`config.mk`:
```
export PLATFORM = sky130hd
export DESIGN_NAME = addr_bit_register
export DESIGN_NICKNAME = d
export VERILOG_FILES = /design/src/rtl/addr_bit_register_pkg.sv /design/src/rtl/abr_addr_decode.sv /design/src/rtl/abr_mode_ctrl.sv /design/src/rtl/abr_bit_cell.sv /design/src/rtl/addr_bit_register.sv
export SDC_FILE = /design/constraint.sdc
export NUM_CORES = 1
export LEC_CHECK = 0
export ABC_AREA = 1
export CAP_MARGIN = 5
export CORE_MARGIN = 3
export CORE_UTILIZATION = 35
export DETAILED_ROUTE_END_ITERATION = 10
export PLACE_DENSITY = 0.72
export SLEW_MARGIN = 20
export SYNTH_ARGS = -nofsm -noshare
export SYNTH_HDL_FRONTEND = slang
export SYNTH_HIERARCHICAL = 1
export SYNTH_SLANG_ARGS = --single-unit
```
`constraint.sdc`:
```
create_clock -name clk -period 0.85 [get_ports clk]
set_input_delay 0.085 -clock clk [delete_from_list [all_inputs] [get_ports clk]]
set_output_delay 0.085 -clock clk [all_outputs]
set_load 0.02 [all_outputs]
```
`src/rtl/addr_bit_register_pkg.sv`:
```
// Package: shared types for the addressable bit register.
// Assumes nothing beyond IEEE 1800-2017 synthesizable constructs.
package addr_bit_register_pkg;

    // Operating mode derived from the clear and write-disable inputs.
    typedef enum logic [1:0] {
        MODE_HOLD  = 2'b00,
        MODE_WRITE = 2'b01,
        MODE_CLEAR = 2'b10,
        MODE_DEMUX = 2'b11
    } mode_e;

    // Map the two control levels onto a mode.
    function automatic mode_e decode_mode(input logic clr_n, input logic wr_dis);
        if (clr_n) begin
            return wr_dis ? MODE_HOLD : MODE_WRITE;
        end
        return wr_dis ? MODE_CLEAR : MODE_DEMUX;
    endfunction

endpackage

```
`src/rtl/abr_addr_decode.sv`:
```
// Module: one-hot address decoder.
// Turns a binary index into a one-hot select vector, with bit 0 of the
// index as its least significant bit. Assumes NBITS <= 2**ADDR_W.
module abr_addr_decode #(
    parameter int NBITS  = 8,
    parameter int ADDR_W = 3
) (
    input  logic [ADDR_W-1:0] addr,
    output logic [NBITS-1:0]  sel
);

    // One comparator per output bit.
    for (genvar i = 0; i < NBITS; i++) begin : g_sel
        assign sel[i] = (addr == ADDR_W'(i));
    end

    // the select vector has at most one bit set.
    always_comb begin
        a_sel_onehot_r6: assert ($onehot0(sel) || $isunknown(addr))
            else $error("decoder produced more than one select");
    end

endmodule

```
`src/rtl/abr_mode_ctrl.sv`:
```
// Module: mode controller.
// Combines the active-low clear and active-high write disable into one
// mode value shared by all cells. Purely combinational.
module abr_mode_ctrl
    import addr_bit_register_pkg::*;
(
    input  logic  clr_n,
    input  logic  wr_dis,
    output mode_e mode
);

    // Decode the current control levels.
    always_comb mode = decode_mode(clr_n, wr_dis);

endmodule

```
`src/rtl/abr_bit_cell.sv`:
```
// Module: single storage bit.
// Updates on the rising clock edge according to the shared mode and its
// own select line. Assumes mode and sel are stable around the edge.
module abr_bit_cell
    import addr_bit_register_pkg::*;
(
    input  logic  clk,
    input  mode_e mode,
    input  logic  sel,
    input  logic  din,
    output logic  q
);

    // Next state for this bit, by mode.
    always_ff @(posedge clk) begin
        unique case (mode)
            MODE_WRITE: if (sel) q <= din;
            MODE_DEMUX: q <= sel & din;
            MODE_CLEAR: q <= 1'b0;
            default:    q <= q;
        endcase
    end

    // an unselected bit in write mode, or any bit in hold mode, keeps its value.
    p_keep_r5: assert property (@(posedge clk)
        ((mode == MODE_HOLD) || (mode == MODE_WRITE && !sel)) |=> $stable(q))
        else $error("cell changed while it should hold");

endmodule

```
`src/rtl/addr_bit_register.sv`:
```
// Module: addressable bit register (top).
// A row of NBITS cells written one at a time through a decoded address.
// There is an active-low synchronous clear, and a demultiplexer mode when
// clear and write are both active. Assumes synchronous inputs.
module addr_bit_register
    import addr_bit_register_pkg::*;
#(
    parameter int NBITS = 8,
    localparam int ADDR_W = (NBITS > 1) ? $clog2(NBITS) : 1
) (
    input  logic              clk,
    input  logic              clr_n,
    input  logic              wr_dis,
    input  logic [ADDR_W-1:0] addr,
    input  logic              din,
    output logic [NBITS-1:0]  q
);

    mode_e            mode;
    logic [NBITS-1:0] sel;

    abr_mode_ctrl u_mode (
        .clr_n  (clr_n),
        .wr_dis (wr_dis),
        .mode   (mode)
    );

    abr_addr_decode #(.NBITS(NBITS), .ADDR_W(ADDR_W)) u_dec (
        .addr (addr),
        .sel  (sel)
    );

    // One storage cell per output bit.
    for (genvar i = 0; i < NBITS; i++) begin : g_cell
        abr_bit_cell u_cell (
            .clk  (clk),
            .mode (mode),
            .sel  (sel[i]),
            .din  (din),
            .q    (q[i])
        );
    end

    // clear with writing disabled empties the register.
    p_clear_r1: assert property (@(posedge clk)
        (!clr_n && wr_dis) |=> (q == '0))
        else $error("clear left bits set");

    // a write stores din into the addressed bit.
    p_write_r2: assert property (@(posedge clk) disable iff (!clr_n)
        (!wr_dis) |=> (q[$past(addr)] == $past(din)))
        else $error("write did not store data");

    // hold mode leaves the whole register unchanged.
    p_hold_r3: assert property (@(posedge clk) disable iff (!clr_n)
        (wr_dis) |=> $stable(q))
        else $error("register changed while writing disabled");

    // demultiplexer mode routes din to the addressed bit only.
    p_demux_r4: assert property (@(posedge clk)
        (!clr_n && !wr_dis) |=> ($countones(q) <= 1 && q[$past(addr)] == $past(din)))
        else $error("demultiplexer pattern wrong");

endmodule

```
[Word-level counts from Yosys, hierarchy flattened]
Cells that the tools add are included.
Word-level totals
  register bits after elaboration: 8
  word-level logic and storage cells: 65
Cells by class
  equal/unequal tests: 18
  multiplexer cells: 21
  bitwise gates (word level): 8
  reductions and logical operators: 10
Operators by type and width (count)
  $pmux 1 s3: 8
  $ne 2x1->1 const B: 8
  $reduce_and 2->1: 8
  $eq 3x3->1 const B: 4
  $mux 1: 11
  $and 1x1->1: 8
  $eq 3x2->1 const B: 2
  $eq 2x2->1 const B: 2
  $mux 2: 2
  $eq 3x1->1 const B: 1
  $logic_not 3->1: 1
  $reduce_bool 3->1: 1
  $eq 2x1->1 const B: 1

[Logic depth before layout (Yosys ltp)]
  word-level depth: 6
  gate-level depth with buffers: 5
  depth with buffers taken out: 5

[Hierarchy]
Netlist, hierarchy kept.
Modules (own cells, without submodules)
  abr_bit_cell: instances 8, cells an instance 6, area each 53.8 µm², sequential area each 30.0 µm²
  abr_addr_decode: instances 1, cells an instance 15, area each 56.3 µm², sequential area each 0.0 µm²
  abr_mode_ctrl: instances 1, cells an instance 2, area each 7.5 µm², sequential area each 0.0 µm²

[Worst setup path after synthesis]
Ideal clock, no wire load.
  kind: in2reg
  start point: in clr_n
  end point: reg g_cell[0].u_cell.q (enable)
  library setup time: 0.292 ns
  arrival: 0.589 ns
  required time: 0.558 ns
  path slack: -0.031 ns
  stages on the path: 3
  path buffers: 0
  cell sequence: inv_1 -> inv_1 -> nand2_1
On the way
  cells in the longest elaborated chain, start to end: 5
  elaborated cells on any way between the ends: 8
RTL lines
  start, declared: RTL line addr_bit_register.sv:12  | input logic clr_n,
  $mux 1 *: RTL line addr_bit_register_pkg.sv:15  | if (clr_n) begin
  $mux 2 *: RTL line addr_bit_register_pkg.sv:18  | return wr_dis ? MODE_CLEAR : MODE_DEMUX;
  $eq 2x1->1 or $eq 2x2->1 (tied branches): RTL line abr_bit_cell.sv:16  | unique case (mode)
  $ne 2x1->1 (no line) or $reduce_bool 3->1 (tied branches)
  $reduce_and 2->1 (no line) *
  end signal, assigned: RTL line abr_bit_cell.sv:17  | MODE_WRITE: if (sel) q <= din;
  end signal, assigned: RTL line abr_bit_cell.sv:18  | MODE_DEMUX: q <= sel & din;
  end signal, assigned: RTL line abr_bit_cell.sv:20  | default: q <= q;
  end, declared: RTL line abr_bit_cell.sv:11  | output logic q
Mark *: on every way between the ends. The rest lies on a longest branch, timed or not.
A chain may end at the register's enable or synchronous reset.

[Worst setup path in the final report]
  start point: reg g_cell[4].u_cell.q
  end point: out q[4]
RTL lines
  start, declared: RTL line abr_bit_cell.sv:11
  start signal, assigned: RTL line abr_bit_cell.sv:17
  start signal, assigned: RTL line abr_bit_cell.sv:18
  start signal, assigned: RTL line abr_bit_cell.sv:20
  end, declared: RTL line addr_bit_register.sv:16  | output logic [NBITS-1:0] q
No word-level cell between the ends.

==> flow_metrics.env <==
export IMPL_synth_cell_types=6
export IMPL_grtUsageMet2_pct=18.31
export IMPL_maxCapViolCount=0
export IMPL_critical_path_top_delay_family="flip-flops"
export IMPL_layout_drive_gt1_share_pct=30.12
export IMPL_met1_usage_pct=11.99
export IMPL_worst_pin_slew_ps=313.3
export IMPL_instances_no_fill=97
export IMPL_start_kind="flip-flop"
export IMPL_ys_ff_latch=8
export IMPL_drt_iter0_markers=11
export IMPL_largest_register="g_cell.u_cell/q"
export IMPL_maxSlewViolCount=0
export IMPL_grt_use_met3_pct=4.149
export IMPL_die_y_um=43.58
export IMPL_antenna_found_initial=0
export IMPL_period_share_pct=102.7
export IMPL_grt_first_pass_wirelength_um=1476
export IMPL_crit_fanout=1
export IMPL_setup_ws_ps=-23.14
export IMPL_nets=92
export IMPL_grt_max_degree=17
export IMPL_power_frac_comb_pct=23.5
export IMPL_p_sw_share_pct=27.65
export IMPL_grt_total_usage_pct=10.70
export IMPL_synthCells=65
export IMPL_diodes=0
export IMPL_die_width_um=43.58
export IMPL_slew_limit_headroom_pct=79.08
export IMPL_cts_sinks=8
export IMPL_h_tree_depth=1
export IMPL_min_to="g_cell[4].u_cell/q$_DFFE_PP_"
export IMPL_crit_path_cell_trace="buf_6"
export IMPL_core_area_um2=1216
export IMPL_critPathArrivalTime_ps=790
export IMPL_rsz0062_at_grt="yes"
export IMPL_wl_um=883
export IMPL_drtPass1Iterations=4
export IMPL_grt_pass1_vias=378
export IMPL_globalplace_congestion=0.8029
export IMPL_clk_pin_slew_worst_paths_ps=50
export IMPL_critPathMaxStageDelay_ps=390
export IMPL_syn_cell_area_um2=494.2
export IMPL_finalCoreUtilization_pct=56.58
export IMPL_routed_via_density=4.258
export IMPL_rows=12
export IMPL_path_buf_inv=1
export IMPL_largest_reg_flops=8
export IMPL_power_density_nw_per_um2=1486
export IMPL_pin_count=15
export IMPL_clock_root_buffer="clkbuf_4"
export IMPL_finalHoldViolCount=0
export IMPL_area_growth_pct=39.24
export IMPL_clockBufferDepth=2
export IMPL_required_ps=760
export IMPL_cp_slowest_cell="edfxtp_1"
export IMPL_critPathKind="flip-flop to primary output"
export IMPL_yosysSeqAreaShare_pct=48.61
export IMPL_port_buffers=14
export IMPL_p_clk_share_pct=28.7
export IMPL_start_util_pct=40.64
export IMPL_ant_nets=0
export IMPL_avgRoutedWirePerCell_um=9.103
export IMPL_synth_warnings=6
export IMPL_grt_overflow=0
export IMPL_max_freq_mhz=1145
export IMPL_max_vdd_ir_drop_mv=0.7438
export IMPL_reg_top3="g_cell.u_cell/q: 8 flops"
export IMPL_p_seq_share_pct=47.8
export IMPL_synth_fp_nets=72
export IMPL_status="complete, but fails checks"
export IMPL_post_route_min_period_ps=873.1
export IMPL_drc_errors=0
export IMPL_cts_buffers=3
export IMPL_cts_tree="yes"
export IMPL_dp_cells=94
export IMPL_p_int_uw=740.0
export IMPL_final_setup_viol_count=5
export IMPL_min_delay_start="wr_dis"
export IMPL_hpwl_um=673
export IMPL_p_leak_nw=0.3688
export IMPL_dieArea_um2=1899
export IMPL_cp_end_kind="primary output"
export IMPL_hold_path_class="input port to flip-flop"
export IMPL_p_switching_uw=282.8
export IMPL_postSynthAreaPerCell_um2=7.603
export IMPL_vias=413
export IMPL_busiest_layer="met2"
export IMPL_failed_checks="setup timing"
export IMPL_whs_path_depth=4
==> cells in the mapped netlist <==
cell type,number,area share (%)
a21oi_2,8,14
edfxtp_1,8,49
inv_1,20,15
inv_2,1,0.76
nand2_1,20,15
nor2_1,8,6.1
==> through the flow <==
stage          hold WS, ps  total power [mW]  TNS [ps]  worst slack, ps  cell area (µm²)
4_1_cts              481.4             1.020    -133.9           -43.33            659.4
6_report             309.4             1.023    -58.40           -23.14            688.2
3_3_place_gp         956.3            0.7494     -6448           -412.6            675.6
2_1_floorplan        301.7            0.6261         0            136.2            498.0
3_5_place_dp         960.8            0.7558     -6685           -425.4            675.6
5_1_grt              336.4             1.083    -308.1           -62.59            688.2
==> how the worst max path moves through the flow <==
stage                                            start                      endpoint  slack [ps]  cells past startpoint
after floorplan                                  clr_n  g_cell[0].u_cell/q$_DFFE_PP_         140                      3
after global placement                         addr[2]  g_cell[5].u_cell/q$_DFFE_PP_        -410                      5
after detailed placement                       addr[2]  g_cell[4].u_cell/q$_DFFE_PP_        -430                      5
after CTS                 g_cell[4].u_cell/q$_DFFE_PP_                          q[4]         -40                      1
after global routing      g_cell[6].u_cell/q$_DFFE_PP_                          q[6]         -60                      1
final                     g_cell[4].u_cell/q$_DFFE_PP_                          q[4]         -20                      1
==> cell families (layout without fill, tap and decap cells) <==
group	count (synthesis)	count (layout)	share of synthesized area [%]
AND/OR/NAND/NOR	28	28	21.27
buffers and inverters	21	39	15.95
AO/OA/AOI/OAI	8	8	14.18
flip-flops	8	8	48.61
==> power by group through the flow <==
stage / sequential [mW] / combinational [mW] / clock, mW
floorplan: 0.543 / 0.0835 / 0
global placement: 0.492 / 0.257 / 0
detailed placement: 0.495 / 0.261 / 0
CTS: 0.486 / 0.227 / 0.307
global route: 0.492 / 0.263 / 0.328
finish: 0.489 / 0.240 / 0.294
==> metal layers <==
| layer | part of all wire (%) | vias up |
|---|---|---|
| met5 | 0 | - |
| met4 | 0 | 0 |
| met3 | 7.1 | 0 |
| met2 | 50 | 13 |
| met1 | 43 | 173 |
| li1 | - | 227 |
==> timing repair <==
| item | 4_1_cts | 5_1_grt |
|---|---|---|
| pin swaps | 1 | 1 |
| cloned | 0 | 0 |
| setup endpoints to repair | 24 | 23 |
| setup buffers | 0 | 0 |
| hold buffers | 0 | 0 |
| resized for setup | 39 | 10 |
==> final cells by class <==
class | count | area [µm²]
fillers | 125 | 528.0
flip-flops and latches | 8 | 240.2
multi-input cells | 36 | 180.2
repair buffers | 15 | 145.1
inverters | 21 | 82.58
clock buffers | 3 | 22.52
well taps | 14 | 17.52
==> layout by cell type, fill, tap and decap left out <==
cell	n
nor2_1	8
nand2_1	18
a21oi_2	8
buf_6	4
inv_1	18
dlygate4sd2_1	4
inv_2	2
buf_2	4
buf_12	1
dlymetal6s2s_1	2
edfxtp_1	8
clkinvlp_4	1
nand2_2	2
clkbuf_4	3
Power figures use the tool's default switching activity.
